--- src/rtl/dram_init_pkg.sv ---
package dram_init_pkg;

    typedef enum logic [2:0] {
        PH_HOLD,
        PH_WAKE,
        PH_PREA,
        PH_EMR_OFF,
        PH_EMR_ON,
        PH_MRS,
        PH_READY
    } init_phase_e;

    typedef struct packed {
        logic cs_n;
        logic ras_n;
        logic cas_n;
        logic we_n;
    } dram_cmd_t;

    localparam dram_cmd_t CMD_NOP = '{cs_n: 1'b0, ras_n: 1'b1, cas_n: 1'b1, we_n: 1'b1};
    localparam dram_cmd_t CMD_PRE = '{cs_n: 1'b0, ras_n: 1'b0, cas_n: 1'b1, we_n: 1'b0};
    localparam dram_cmd_t CMD_MRW = '{cs_n: 1'b0, ras_n: 1'b0, cas_n: 1'b0, we_n: 1'b0};

    localparam logic [1:0] SEL_MR  = 2'b00;
    localparam logic [1:0] SEL_EMR = 2'b01;

    function automatic int unsigned max_of(int unsigned a, int unsigned b);
        return (a > b) ? a : b;
    endfunction

    function automatic init_phase_e next_phase(init_phase_e p, logic merge);
        case (p)
            PH_HOLD:    return PH_WAKE;
            PH_WAKE:    return PH_PREA;
            PH_PREA:    return merge ? PH_EMR_ON : PH_EMR_OFF;
            PH_EMR_OFF: return PH_EMR_ON;
            PH_EMR_ON:  return PH_MRS;
            default:    return PH_READY;
        endcase
    endfunction

endpackage

--- src/rtl/init_step_timer.sv ---
module init_step_timer #(
    parameter int unsigned CNT_W = 16
) (
    input  logic             clk,
    input  logic             rst,
    input  logic [CNT_W-1:0] dwell_m1,
    output logic             first,
    output logic             last
);
    logic [CNT_W-1:0] cnt;

    always_ff @(posedge clk) begin
        if (rst || last) begin
            cnt <= '0;
        end else begin
            cnt <= cnt + 1'b1;
        end
    end

    assign first = (cnt == '0);
    assign last  = (cnt == dwell_m1);
endmodule

--- src/rtl/init_cmd_drive.sv ---
module init_cmd_drive
    import dram_init_pkg::*;
#(
    parameter int unsigned ADDR_W   = 12,
    parameter int unsigned DLL_BIT  = 0,
    parameter int unsigned PALL_BIT = 8
) (
    input  init_phase_e       phase,
    input  logic              first,
    input  logic [ADDR_W-1:0] emr_cfg,
    input  logic [ADDR_W-1:0] mr_cfg,
    output logic              cke,
    output dram_cmd_t         cmd,
    output logic [1:0]        ba,
    output logic [ADDR_W-1:0] addr,
    output logic              ready
);
    localparam logic [ADDR_W-1:0] DLL_MASK  = ADDR_W'(1) << DLL_BIT;
    localparam logic [ADDR_W-1:0] PALL_MASK = ADDR_W'(1) << PALL_BIT;

    always_comb begin
        cke   = (phase != PH_HOLD);
        ready = (phase == PH_READY);
        cmd   = CMD_NOP;
        ba    = '0;
        addr  = '0;
        if (first) begin
            case (phase)
                PH_PREA: begin
                    cmd  = CMD_PRE;
                    addr = PALL_MASK;
                end
                PH_EMR_OFF: begin
                    cmd  = CMD_MRW;
                    ba   = SEL_EMR;
                    addr = emr_cfg | DLL_MASK;
                end
                PH_EMR_ON: begin
                    cmd  = CMD_MRW;
                    ba   = SEL_EMR;
                    addr = emr_cfg & ~DLL_MASK;
                end
                PH_MRS: begin
                    cmd  = CMD_MRW;
                    ba   = SEL_MR;
                    addr = mr_cfg;
                end
                default: ;
            endcase
        end
    end
endmodule

--- src/rtl/dram_init_seq.sv ---
module dram_init_seq
    import dram_init_pkg::*;
#(
    parameter int unsigned ADDR_W     = 12,
    parameter int unsigned STABLE_CYC = 50000,
    parameter int unsigned WAKE_CYC   = 2,
    parameter int unsigned TRP_CYC    = 4,
    parameter int unsigned TMRD_CYC   = 2,
    parameter int unsigned DLL_BIT    = 0,
    parameter int unsigned PALL_BIT   = 8
) (
    input  logic              clk,
    input  logic              rst,
    input  logic              merge_dll,
    input  logic [ADDR_W-1:0] emr_cfg,
    input  logic [ADDR_W-1:0] mr_cfg,
    output logic              cke,
    output logic              cs_n,
    output logic              ras_n,
    output logic              cas_n,
    output logic              we_n,
    output logic [1:0]        ba,
    output logic [ADDR_W-1:0] addr,
    output logic              init_done
);
    localparam int unsigned MAX_DWELL =
        max_of(max_of(STABLE_CYC, WAKE_CYC), max_of(TRP_CYC, TMRD_CYC));
    localparam int unsigned CNT_W = $clog2(MAX_DWELL + 1);

    init_phase_e      phase;
    logic             first;
    logic             last;
    logic [CNT_W-1:0] dwell_m1;
    dram_cmd_t        cmd;

    always_comb begin
        case (phase)
            PH_HOLD: dwell_m1 = CNT_W'(STABLE_CYC - 1);
            PH_WAKE: dwell_m1 = CNT_W'(WAKE_CYC - 1);
            PH_PREA: dwell_m1 = CNT_W'(TRP_CYC - 1);
            default: dwell_m1 = CNT_W'(TMRD_CYC - 1);
        endcase
    end

    always_ff @(posedge clk) begin
        if (rst) begin
            phase <= PH_HOLD;
        end else if (last) begin
            phase <= next_phase(phase, merge_dll);
        end
    end

    init_step_timer #(.CNT_W(CNT_W)) u_timer (
        .clk      (clk),
        .rst      (rst),
        .dwell_m1 (dwell_m1),
        .first    (first),
        .last     (last)
    );

    init_cmd_drive #(
        .ADDR_W   (ADDR_W),
        .DLL_BIT  (DLL_BIT),
        .PALL_BIT (PALL_BIT)
    ) u_drive (
        .phase   (phase),
        .first   (first),
        .emr_cfg (emr_cfg),
        .mr_cfg  (mr_cfg),
        .cke     (cke),
        .cmd     (cmd),
        .ba      (ba),
        .addr    (addr),
        .ready   (init_done)
    );

    assign cs_n  = cmd.cs_n;
    assign ras_n = cmd.ras_n;
    assign cas_n = cmd.cas_n;
    assign we_n  = cmd.we_n;
endmodule

--- config.mk ---
export PLATFORM = sky130hd
export DESIGN_NAME = dram_init_seq
export DESIGN_NICKNAME = d
export VERILOG_FILES = /design/src/rtl/dram_init_pkg.sv /design/src/rtl/init_step_timer.sv /design/src/rtl/init_cmd_drive.sv /design/src/rtl/dram_init_seq.sv
export SDC_FILE = /design/constraint.sdc
export NUM_CORES = 1
export LEC_CHECK = 0
export BUFFER_PORTS_ARGS = -buffer_cell sky130_fd_sc_hd__buf_2
export CAP_MARGIN = 20
export CORE_MARGIN = 3
export CORE_UTILIZATION = 45
export CTS_CLUSTER_DIAMETER = 30
export CTS_CLUSTER_SIZE = 16
export DETAILED_ROUTE_END_ITERATION = 8
export MAX_ROUTING_LAYER = met4
export PLACE_DENSITY = 0.76
export SETUP_SLACK_MARGIN = 0.05
export SLEW_MARGIN = 40
export SYNTH_ARGS = -nofsm -noshare
export SYNTH_HDL_FRONTEND = slang
export SYNTH_SLANG_ARGS = --single-unit
--- constraint.sdc ---
create_clock -name clk -period 1.7 [get_ports clk]
set_clock_uncertainty 0.05 [all_clocks]
set_input_delay 0.085 -clock clk [delete_from_list [all_inputs] [get_ports clk]]
set_output_delay 0.085 -clock clk [all_outputs]
set_load 0.02 [all_outputs]
* After elaboration in Yosys (flattened, before gate mapping)
Index checks and enable logic that the tools add are counted.
** Word-level totals
- Bits in registers :: 19
- Logic and storage cells :: 25
- Latch bits :: 0
- Bits of input ports :: 27
- Memories kept :: 0
- Bits in writable memories :: 0
- Output and inout bits :: 20
- ROM bits :: 0
** Cells by class
- Reduce and logical (&&, ||, !) cells :: 6
- Add/subtract/negate cells :: 1
- Muxes and demuxes :: 9
- Divide/modulo/power cells :: 0
- Bitwise operators :: 0
- Multiply operators :: 0
- Eq/ne operators :: 7
- Shift operators :: 0
- $lt $le $gt $ge :: 0
** Operators by type and width (number)
- $pmux 12 s4 :: 1
- $pmux 16 s2 :: 1
- $add 16x1->16 const B :: 1
- $eq 16x16->1 :: 1
- $logic_not 16->1 :: 1
- $pmux 3 s5 :: 1
- $mux 12 :: 1
- $eq 3x3->1 const B :: 3
- $eq 3x2->1 const B :: 2
- $mux 3 :: 2
- $pmux 3 s2 :: 1
- $eq 3x1->1 const B :: 1
- $logic_not 3->1 :: 1
- $reduce_bool 3->1 :: 1
- $reduce_or 3->1 :: 1
- $mux 1 :: 2
- $reduce_or 2->1 :: 1
- $logic_or 1x1->1 :: 1

* Longest topological paths before layout
- Word-level depth :: 4
- Gate-level depth with buffers :: 6
- Mapped depth without buffers :: 5

* Cells and area by module
A second synthesis with hierarchy kept.
** Unflattened totals
- Cells, all modules :: 184
- Area, all modules :: 1488.9 um2
** Modules (own cells, without submodules)
- init_step_timer :: area an instance 963.4 um2, seq. area each 320.3 um2, cells each 110, instances 1
- init_cmd_drive :: area an instance 384.1 um2, seq. area each 0.0 um2, cells each 57, instances 1
- dram_init_seq :: area an instance 141.4 um2, seq. area each 60.1 um2, cells each 17, instances 1

* Worst setup path after synthesis
No wires, ideal clock.
- Path kind :: register to output
- Start point :: register u_timer.cnt[10]
- End point :: output port addr[0]
- Slack :: -0.190 ns
- Buffers on the path :: 0
- Arrival time :: 1.755 ns
- Stages on the path, launching flop included :: 5
- Required time :: 1.565 ns
- Path through :: dfxtp_1 or4_4 nor4_4 nand3_1 nor3_1
** On the way
- Word-level cells in the longest chain between the ends :: 2
** Ends and longest elaborated chain
- start, declared :: line init_step_timer.sv:10 : logic [CNT_W-1:0] cnt;
- start signal, assigned :: line init_step_timer.sv:16 : cnt <= cnt + 1'b1;
- $logic_not 16->1 :: line init_step_timer.sv:20 : assign first = (cnt == '0);
- $mux 12 :: line init_cmd_drive.sv:27 : if (first) begin
- end, declared :: line dram_init_seq.sv:23 : output logic [ADDR_W-1:0] addr,
Every way passes these cells.

* Worst setup path after layout
- Start point :: register u_timer.cnt[15]
- End point :: output port addr[9]
Same word-level chain as after synthesis.

==> run metrics <==
RSZ-0062 raised after global routing true; vias in the first global route approximately 1500; YS warnings 0; FFs w/ async S/R, synth 0%; placed cell areas a little under 2000 um^2; fmax ~0.46 GHz; Fin Setup TNS -10.86 ns; crit-path cells or4_1, nor2b_1, nand3_4, buf_12, nor2_4, buf_6; core area between 2000 and 3000 um^2; largest family of logic cells by synthesized area simple AND/OR/NAND/NOR gates; Total Wirelength between 4000 and 5000 um; Inserted Clock Buffers 3; DIE HEIGHT approximately 61 um; cells after synthesis approximately 170; top cells by count, synth nor2_1, dfxtp_1, nor3_1; WL per Instance between 15 and 20 um; initial antenna violation count 0; crit path buf inv count 2; dominant cells by area after synthesis dfxtp_1, mux2_2, xnor2_1; reg-to-reg startpoint u_timer.cnt[10]; Max Buffers Root-to-Sink 2; Post-route DRC 0; final setup violation count 34; critical path peak fanout 10; GRT Residual Overflow 0; CTS H-tree depth 1; post-route ant nets 0; diode count 0; status finished, violations left; family with the most delay on the worst path simple AND/OR/NAND/NOR gates; Final WS setup -0.4927 ns; Tmin final between 2 and 2.5 ns; Internal Power roughly 0.63 mW; Net Sw Frac approximately 29%; pin count of the biggest net entering global routing 20; Layout Utilization about four fifths; count leader, synth nor2_1; complex-gate fraction of the synthesized area between 10% and 20%; Final #Nets ~260; HPWL Detailed ~3000 um; input/output buffers 43; Synth Area in Simple Gates between 30 and 40%; max-slew violations 0; Avg Vias per Cell 5.758; num ports 47; initial core utilization between 40% and 50%; CTS Root Cell clkbuf_4; total power slightly below 0.9 mW; Yosys reg bits 19; vias post-DR 1520; Min Hold Slack approximately 0.043 ns; Adder-Cell Fraction of Synth Area around 1.8%; startpoint types register; Top FF cell, synth dfxtp_1; syn avg cell area ~8.2 um^2; worst min path class in -> reg; Setup WS pre-CTS -0.1928 ns; clk slew on worst S/H paths around 0.12 ns; slowest cell delay on critical path 0.54 ns; library cells used by synthesis 43; clock power share 26.6%; area grow syn2layout 61.38%; critical path capture point type output pin; later-pin clock latency in the skew report around 0.30 ns; area leader, netlist dfxtp_1; hold path startpoint merge_dll; slowest CP cell or4_1; WP data required about 1.6 ns; sw power around 0.25 mW; PD cells between 400 and 500 nW/um^2; Reg power frac between 50% and 60%; # rows 19; routability cong. 0.8506; Post-synth EDFFs 0; synthesized cell area 1358 um^2; share of cells above drive strength 1 between 50% and 60%; CTS tree yes; Final Hold Vio Count 0; mux share of post-synthesis cell area 10.97%; Setup CP Type reg -> out; Final Instance Area approximately 2200 um^2; non-filler cells, final 264; die width approximately 61 um; standby leakage power slightly below 0.8 nW; CP arrival just over 2 ns; # placed instances between 200 and 300; first-pass GRT wire length ~6400 um; VDD IR max 479.7 uV; XOR/XNOR Fraction of Synth Area ~8.4%; 1st-iter DRT viols 97; Die Footprint ~3700 um^2; Tcrit/Tclk final 129.0%; share of the synthesized area in the top cell type between 20% and 30%; Comb power frac 21.3%; Max Cap Viol 0; Sink Count 19; crit path from u_timer.cnt[15]; failing checks negative setup slack; post-synthesis sequential area ratio approximately 28%; Total GRT Usage between 20% and 30%; 1st-pass router iterations 4
## timing repair
action                                 CTS  global route
setup endpoints to repair               34            34
setup buffers                            2             1
hold buffers                             1             0
endpoints found under the hold margin    1             0
pin swaps                                7             3
resized for setup                       37            14
## cell usage in the layout, fill, tap and decap left out, types with 5 or more instances in the layout
master   netlist  layout
nor3_2         1       8
inv_1          7       7
nor2_4         0      11
nor3_4         0       6
nand2_1        7       7
a22oi_1       10      10
buf_4          3      26
xnor2_1       11      11
buf_2          1      28
nor2_1        20       9
buf_6          1      15
mux2_2        11      11
dfxtp_1       19      18
nand3_1        7       6
o21ai_0        5       5
## power by group through the flow
stage	Sequential [mW]	Clock (mW)	Combinational [mW]
2_1_floorplan	0.469	0	0.106
3_3_place_gp	0.466	0	0.155
3_5_place_dp	0.467	0	0.163
4_1_cts	0.457	0.239	0.176
5_1_grt	0.458	0.264	0.198
6_report	0.457	0.234	0.187
## worst reg2reg max path, cell delays in order, from the launching register on
cell,delay (ns)
dfxtp_2,0.33
or4_4,0.54
nor4_4,0.23
buf_4,0.18
o2111a_2,0.27
mux2_4,0.32
## state kept, by name (all words and copies together), names as in the netlist
signal	flops
phase	3
u_timer.cnt	16
## cell type report
class	count	area, um^2
tap	31	38.79
sequential	19	381.6
clock buffer	4	26.28
timing repair buffer	73	569.3
multi-input combinational	130	1149
inverter	7	26.28
fill	182	614.3
## logic make-up (layout without fill, tap and decap cells)
| logic type | count (synthesis) | count (layout) |
|---|---|---|
| buffers and inverters | 18 | 84 |
| XOR/XNOR | 13 | 13 |
| other | 1 | 2 |
| AND/OR/NAND/NOR | 74 | 74 |
| AO/OA/AOI/OAI | 26 | 26 |
| multiplexers | 13 | 13 |
| adder cells (fa/ha/maj) | 2 | 2 |
| flip-flops | 19 | 19 |
## final timing paths
check | slack (ns) | cells past startpoint | end
hold reg to reg | 0.55 | 2 | u_timer.cnt[13]
setup reg to reg | -0.31 | 5 | phase[1]
hold / removal | 0.04 | 3 | phase[2]
setup / recovery | -0.49 | 6 | addr[9]
## metal layers
layer / wire length, um / track usage, % / up-vias
li1: - / - / 730
met1: 1734 / 25.89 / 733
met2: 2418 / 42.75 / 49
met3: 179 / 4.894 / 8
met4: 84 / 5.263 / 0
met5: 0 / - / -
No activity file was read; power rests on OpenSTA's default activity.
